## config.mk

```make
export PLATFORM = sky130hd
export DESIGN_NAME = pgw_top
export DESIGN_NICKNAME = d
export VERILOG_FILES = /design/src/rtl/pgw_pkg.sv /design/src/rtl/pgw_dp.sv /design/src/rtl/pgw_ctrl.sv /design/src/rtl/pgw_top.sv
export SDC_FILE = /design/constraint.sdc
export NUM_CORES = 1
export LEC_CHECK = 0
export BUFFER_PORTS_ARGS = -buffer_cell sky130_fd_sc_hd__buf_2
export CAP_MARGIN = 20
export CORE_MARGIN = 2
export CORE_UTILIZATION = 42
export DETAILED_ROUTE_END_ITERATION = 8
export PLACE_DENSITY = 0.7
export SYNTH_ARGS = -nofsm -noshare
export SYNTH_HDL_FRONTEND = slang
export SYNTH_HIERARCHICAL = 1
export SYNTH_SLANG_ARGS = --single-unit
```

## constraint.sdc

```tcl
create_clock -name clk -period 5.5 [get_ports clk]
set_input_delay 1.1 -clock clk [delete_from_list [all_inputs] [get_ports clk]]
set_output_delay 1.1 -clock clk [all_outputs]
set_load 0.02 [all_outputs]
```

## src/rtl/pgw_pkg.sv

```systemverilog
package pgw_pkg;
  localparam int AddrW  = 32;
  localparam int OffW   = 12;
  localparam int VpnW   = AddrW - OffW;
  localparam int PteW   = 32;
  localparam int PfnLo  = 7;
  localparam int ProtLo = PfnLo + VpnW;
  localparam int ValidB = ProtLo + 2;
  localparam int RefB   = ValidB + 1;
  localparam int ModB   = RefB + 1;
  localparam int ResB   = 0;

  typedef enum logic [1:0] {
    kRead  = 2'b00,
    kWrite = 2'b01,
    kFetch = 2'b10,
    kResv  = 2'b11
  } acc_kind_t;

  typedef enum logic [1:0] {
    fNone    = 2'b00,
    fInvalid = 2'b01,
    fAbsent  = 2'b10,
    fProt    = 2'b11
  } fault_t;

  typedef struct packed {
    logic takeReq;
    logic takePte;
    logic takeResult;
  } pgw_strobe_t;
endpackage

```

## src/rtl/pgw_dp.sv

```systemverilog
module pgw_dp
  import pgw_pkg::*;
(
  input  logic             clk,
  input  logic             rstN,
  input  pgw_strobe_t      strobe,
  input  logic             baseWrEn,
  input  logic [AddrW-1:0] baseWrData,
  input  logic [AddrW-1:0] reqVa,
  input  logic [1:0]       reqKind,
  input  logic [PteW-1:0]  memRdata,
  output logic [AddrW-1:0] pteAddr,
  output logic [PteW-1:0]  pteNew,
  output fault_t           checkCode,
  output logic             needWb,
  output logic [AddrW-1:0] resPa,
  output fault_t           resCode
);
  logic [AddrW-1:0] baseReg;
  logic [AddrW-1:0] vaReg;
  logic [1:0]       kindReg;
  logic [PteW-1:0]  pteReg;

  always_ff @(posedge clk or negedge rstN) begin
    if (!rstN) begin
      baseReg <= '0;
      vaReg   <= '0;
      kindReg <= '0;
      pteAddr <= '0;
      pteReg  <= '0;
      resPa   <= '0;
      resCode <= fNone;
    end else begin
      if (baseWrEn) baseReg <= baseWrData;
      if (strobe.takeReq) begin
        vaReg   <= reqVa;
        kindReg <= reqKind;
        pteAddr <= baseReg + {reqVa[AddrW-1:OffW], 2'b00};
      end
      if (strobe.takePte) pteReg <= memRdata;
      if (strobe.takeResult) begin
        resCode <= checkCode;
        resPa   <= (checkCode == fNone) ?
                   {pteReg[PfnLo +: VpnW], vaReg[OffW-1:0]} : '0;
      end
    end
  end

  logic       isValid, isRes, permit, isWrite;
  logic [1:0] prot;
  assign isValid = pteReg[ValidB];
  assign isRes   = pteReg[ResB];
  assign prot    = pteReg[ProtLo +: 2];
  assign isWrite = (kindReg == kWrite);

  always_comb begin
    unique case (kindReg)
      kRead:   permit = (prot != 2'b00);
      kWrite:  permit = (prot == 2'b10);
      kFetch:  permit = (prot == 2'b11);
      default: permit = 1'b0;
    endcase
  end

  always_comb begin
    if (!isValid)     checkCode = fInvalid;
    else if (!isRes)  checkCode = fAbsent;
    else if (!permit) checkCode = fProt;
    else              checkCode = fNone;
  end

  assign needWb = !pteReg[RefB] || (isWrite && !pteReg[ModB]);

  always_comb begin
    pteNew       = pteReg;
    pteNew[RefB] = 1'b1;
    if (isWrite) pteNew[ModB] = 1'b1;
  end

  p_pa_offset_r4: assert property (@(posedge clk) disable iff (!rstN)
    (strobe.takeResult && checkCode == fNone) |=>
      resPa[OffW-1:0] == $past(vaReg[OffW-1:0]))
    else $error("offset not carried");
endmodule

```

## src/rtl/pgw_ctrl.sv

```systemverilog
module pgw_ctrl
  import pgw_pkg::*;
(
  input  logic        clk,
  input  logic        rstN,
  input  logic        reqValid,
  input  logic        memReady,
  input  fault_t      checkCode,
  input  logic        needWb,
  output logic        reqReady,
  output logic        memReq,
  output logic        memWe,
  output logic        respValid,
  output pgw_strobe_t strobe
);
  typedef enum logic [2:0] {stIdle, stRead, stCheck, stWb, stDone} st_t;
  st_t state, nextState;

  always_ff @(posedge clk or negedge rstN) begin
    if (!rstN) state <= stIdle;
    else       state <= nextState;
  end

  always_comb begin
    nextState = state;
    unique case (state)
      stIdle:  if (reqValid) nextState = stRead;
      stRead:  if (memReady) nextState = stCheck;
      stCheck: nextState = (checkCode == fNone && needWb) ? stWb : stDone;
      stWb:    if (memReady) nextState = stDone;
      stDone:  nextState = stIdle;
      default: nextState = stIdle;
    endcase
  end

  assign reqReady          = (state == stIdle);
  assign memReq            = (state == stRead) || (state == stWb);
  assign memWe             = (state == stWb);
  assign respValid         = (state == stDone);
  assign strobe.takeReq    = reqReady && reqValid;
  assign strobe.takePte    = (state == stRead) && memReady;
  assign strobe.takeResult = (state == stCheck);

  p_busy_not_ready_r3: assert property (@(posedge clk) disable iff (!rstN)
    memReq |-> !reqReady)
    else $error("ready while busy");

  p_resp_pulse_r10: assert property (@(posedge clk) disable iff (!rstN)
    respValid |=> !respValid)
    else $error("response longer than one cycle");

  p_req_hold_r2: assert property (@(posedge clk) disable iff (!rstN)
    (memReq && !memReady) |=> (memReq && $stable(memWe)))
    else $error("memory request dropped");
endmodule

```

## src/rtl/pgw_top.sv

```systemverilog
module pgw_top
  import pgw_pkg::*;
(
  input  logic             clk,
  input  logic             rstN,
  input  logic             baseWrEn,
  input  logic [AddrW-1:0] baseWrData,
  input  logic             reqValid,
  output logic             reqReady,
  input  logic [AddrW-1:0] reqVa,
  input  logic [1:0]       reqKind,
  output logic             respValid,
  output logic [AddrW-1:0] respPa,
  output logic [1:0]       respCode,
  output logic             memReq,
  output logic             memWe,
  output logic [AddrW-1:0] memAddr,
  output logic [PteW-1:0]  memWdata,
  input  logic             memReady,
  input  logic [PteW-1:0]  memRdata
);
  pgw_strobe_t strobe;
  fault_t      checkCode, resCode;
  logic        needWb;

  pgw_ctrl uCtrl (
    .clk(clk), .rstN(rstN), .reqValid(reqValid), .memReady(memReady),
    .checkCode(checkCode), .needWb(needWb), .reqReady(reqReady),
    .memReq(memReq), .memWe(memWe), .respValid(respValid), .strobe(strobe)
  );

  pgw_dp uDp (
    .clk(clk), .rstN(rstN), .strobe(strobe), .baseWrEn(baseWrEn),
    .baseWrData(baseWrData), .reqVa(reqVa), .reqKind(reqKind),
    .memRdata(memRdata), .pteAddr(memAddr), .pteNew(memWdata),
    .checkCode(checkCode), .needWb(needWb), .resPa(respPa), .resCode(resCode)
  );

  assign respCode = resCode;

  p_addr_hold_r2: assert property (@(posedge clk) disable iff (!rstN)
    (memReq && !memReady) |=> $stable(memAddr))
    else $error("address moved during access");

  p_wb_ref_set_r8: assert property (@(posedge clk) disable iff (!rstN)
    (memReq && memWe) |-> memWdata[RefB])
    else $error("writeback without reference bit");

  p_fault_zero_pa_r5: assert property (@(posedge clk) disable iff (!rstN)
    (respValid && respCode != 2'b00) |-> (respPa == '0))
    else $error("address given on fault");
endmodule

```

==> impl_metrics.json <==
{
  "setup_ws_ns": 2.48,
  "synth_area_leaders": "dfrtp_1, mux2_2, ha_1",
  "seqPwrFrac_pct": 36.8,
  "antenna_found_initial": 0,
  "slew_viol_final": 0,
  "cts_setup_buffers": 0,
  "hpwl_um": 12800,
  "synth.top_cell.area_share_pct": 49.7,
  "die-area_mm2": 0.0187,
  "track_usage_pct": 19.3,
  "wl_um": 17400,
  "ant_nets": 0,
  "io_pins": 205,
  "power_density_mw_per_mm2": 522,
  "routed_via_density": 5.17,
  "crit_path_max_fanout": 5,
  "rsz0062_at_grt": "no",
  "finalCritPeriodShare_pct": 55.0,
  "ys_types": 64,
  "worstMarginPinSlew_ns": 0.841,
  "drive_gt1_share_pct": 37.0,
  "yosysSeqAreaShare_pct": 49.7,
  "grt_max_degree": 69,
  "relSlewSlack_pct": 43.9,
  "min_period_ns": 3.02,
  "via_count": 5719,
  "initial_core_util_pct": 42.9,
  "cts_tree": "yes",
  "place_ws_ns": 2.08,
  "drt-initial-drc-count": 359,
  "crit_arrival_ns": 3.28,
  "core_area_mm2": 0.0172,
  "critical_path.startpoint_type": "primary input",
  "final_hold_viol_count": 0,
  "avgSynthCellArea_um2": 10.5,
  "total_power_mw": 4.71,
  "synth_most_common_cell": "dfrtp_1",
  "portBuffers": 203,
  "synth_flop_cell": "dfrtp_1",
  "synth_largest_area_cell": "dfrtp_1",
  "postCtsHoldBufs": 0,
  "p_clk_share_pct": 24.9,
  "grt_pass1_vias": 5662,
  "drc": 0,
  "clockRootBuffer": "clkbuf_16",
  "h-tree-depth": 4,
  "combinationalPowerShare_pct": 38.3,
  "grt_pass1_wl_um": 28500,
  "placementRows": 48,
  "grt_overflow": 0,
  "synth-async-reset-ratio_pct": 100,
  "drv_cap": 0,
  "clkTransAtPathRegs_ns": 0.06,
  "synthesis.area_mm2": 0.00740,
  "die_h_um": 137,
  "fmax_mhz": 331,
  "internal_power_mw": 2.89,
  "cts.path.max_buffers": 2,
  "instances_no_fill": 1106,
  "p_leak_nw": 4.25,
  "yosys_register_bits": 147,
  "utilization_pct": 52.4,
  "die_x_um": 137,
  "ys_top_cells_by_count": "dfrtp_1, nand2_1, mux2_2, inv_1, o21ai_0",
  "synth-edff-count": 0,
  "wl_per_cell_um": 15.8,
  "n_antenna_cell": 0,
  "placedCellCount": 1073,
  "syn_nets": 830,
  "drt_pass1_iterations": 6,
  "outcome": "complete, no violations",
  "criticalPathCategory": "in2reg",
  "setup_tns_ns": 0,
  "synth_warnings": 6,
  "synthesis.instances": 702,
  "ctsResizeCount": 0,
  "switching_share_pct": 38.8,
  "area_delta_synth_final_pct": 21.9,
  "cts.sinks": 147,
  "worst_clock_skew_ns": 0.00844,
  "clk_latency_ns": 0.41,
  "switching_power_mw": 1.83,
  "report.final.setup_viol": 0,
  "layout.nets": 996,
  "vdd_drop_max_mv": 0.247,
  "end_kind": "flip-flop",
  "worstPathRequired_ns": 5.76,
  "routabilityCongestion": 0.946,
  "hold_path_class": "reg2reg",
  "cts_made_buffers": 17
}
power by group through the flow:
stage               combinational [mW]  sequential [mW]  clock (mW)
floorplan                         1.13             1.94           0
global placement                  1.77             1.75           0
detailed placement                1.81             1.76           0
CTS                               1.81             1.74        1.21
global route                      1.98             1.80        1.25
finish                            1.81             1.73        1.17
registers in the layout, indices dropped and copies added (netlist names):
register     count
uDp/baseReg     32
uDp/pteAddr     32
uDp/pteReg      32
uDp/resPa       32
uDp/vaReg       12
uCtrl/state      3
uDp/kindReg      2
uDp/resCode      2
per-stage QoR:
stage | cell area [um2] | hold WS (ns)
floorplan | 7400 | 0.446
global placement | 8400 | 0.453
detailed placement | 8400 | 0.463
CTS | 9000 | 0.479
global route | 9020 | 0.488
finish | 9020 | 0.474
cells by family (layout without fill, tap and decap cells):
group / count (synthesis) / count (layout) / share of synthesized area (%)
xor gates and xnor gates: 11 / 11 / 1.30
adders and majority gates: 25 / 25 / 4.33
buffers and inverters: 111 / 290 / 7.25
and+or+nand+nor: 175 / 175 / 11.5
AOI/OAI and AO/OA: 141 / 141 / 12.1
other: 1 / 1 / 0.0507
DFF: 147 / 147 / 49.7
muxes: 91 / 91 / 13.8
per-layer routing:
| metal | vias to the layer above | global-route usage (%) | wire [um] |
|---|---|---|---|
| li1 | 2768 | - | - |
| met1 | 2763 | 24.2 | 7610 |
| met2 | 179 | 32.8 | 8400 |
| met3 | 9 | 5.56 | 1280 |
| met4 | 0 | 5.09 | 138 |
| met5 | - | 0 | 0 |
layout make-up:
type / count / area (um2)
sequential: 147 / 3680
tap: 225 / 282
inverter: 48 / 180
fill: 1618 / 8210
clock inverter: 15 / 173
clock buffer: 17 / 425
timing repair buffer: 210 / 1090
multi-input combinational: 444 / 3190
critical path, stage by stage:
cell and delay (ns):
buf_2 0.08, ha_1 0.16, inv_1 0.05, fa_1 0.39, nand2b_1 0.20, a21oi_1 0.25
o21ai_1 0.20, a2111oi_2 0.55, o211a_1 0.21, o221ai_1 0.11
worst paths after layout:
kind / cells past startpoint / startpoint / end / slack (ns)
setup / recovery: 10 / reqVa[12] / uDp/pteAddr[26]$_DFFE_PN0P_ / 2.48
hold / removal: 2 / uDp/vaReg[8]$_DFFE_PN0P_ / uDp/resPa[8]$_DFFE_PN0P_ / 0.47
setup reg to reg: 9 / uDp/baseReg[2]$_DFFE_PN0P_ / uDp/pteAddr[26]$_DFFE_PN0P_ / 2.89
hold reg to reg: 2 / uDp/vaReg[8]$_DFFE_PN0P_ / uDp/resPa[8]$_DFFE_PN0P_ / 0.47
max in group asynchronous: 2 / rstN / uDp/vaReg[8]$_DFFE_PN0P_ / 3.92
min in group asynchronous: 1 / rstN / uDp/pteReg[0]$_DFFE_PN0P_ / 0.50
placed cells by master (no fill, tap or decap), drive strengths merged, types with 4 or more instances in the layout:
cell,count
clkbuf,17
a211oi,4
nor3,8
xor2,4
o311ai,6
a21oi,30
nand2b,7
o31ai,4
o221ai,4
clkinv,4
o21a,7
nand4,8
inv,56
and3,7
nor2,28
nor2b,5
xnor2,7
o2111ai,4
nand3,12
dfrtp,147
nand2,80
o21ai,58
mux2,88
ha,24
buf,210
a21o,4
Note: power is estimated with default switching activity, not from simulation.
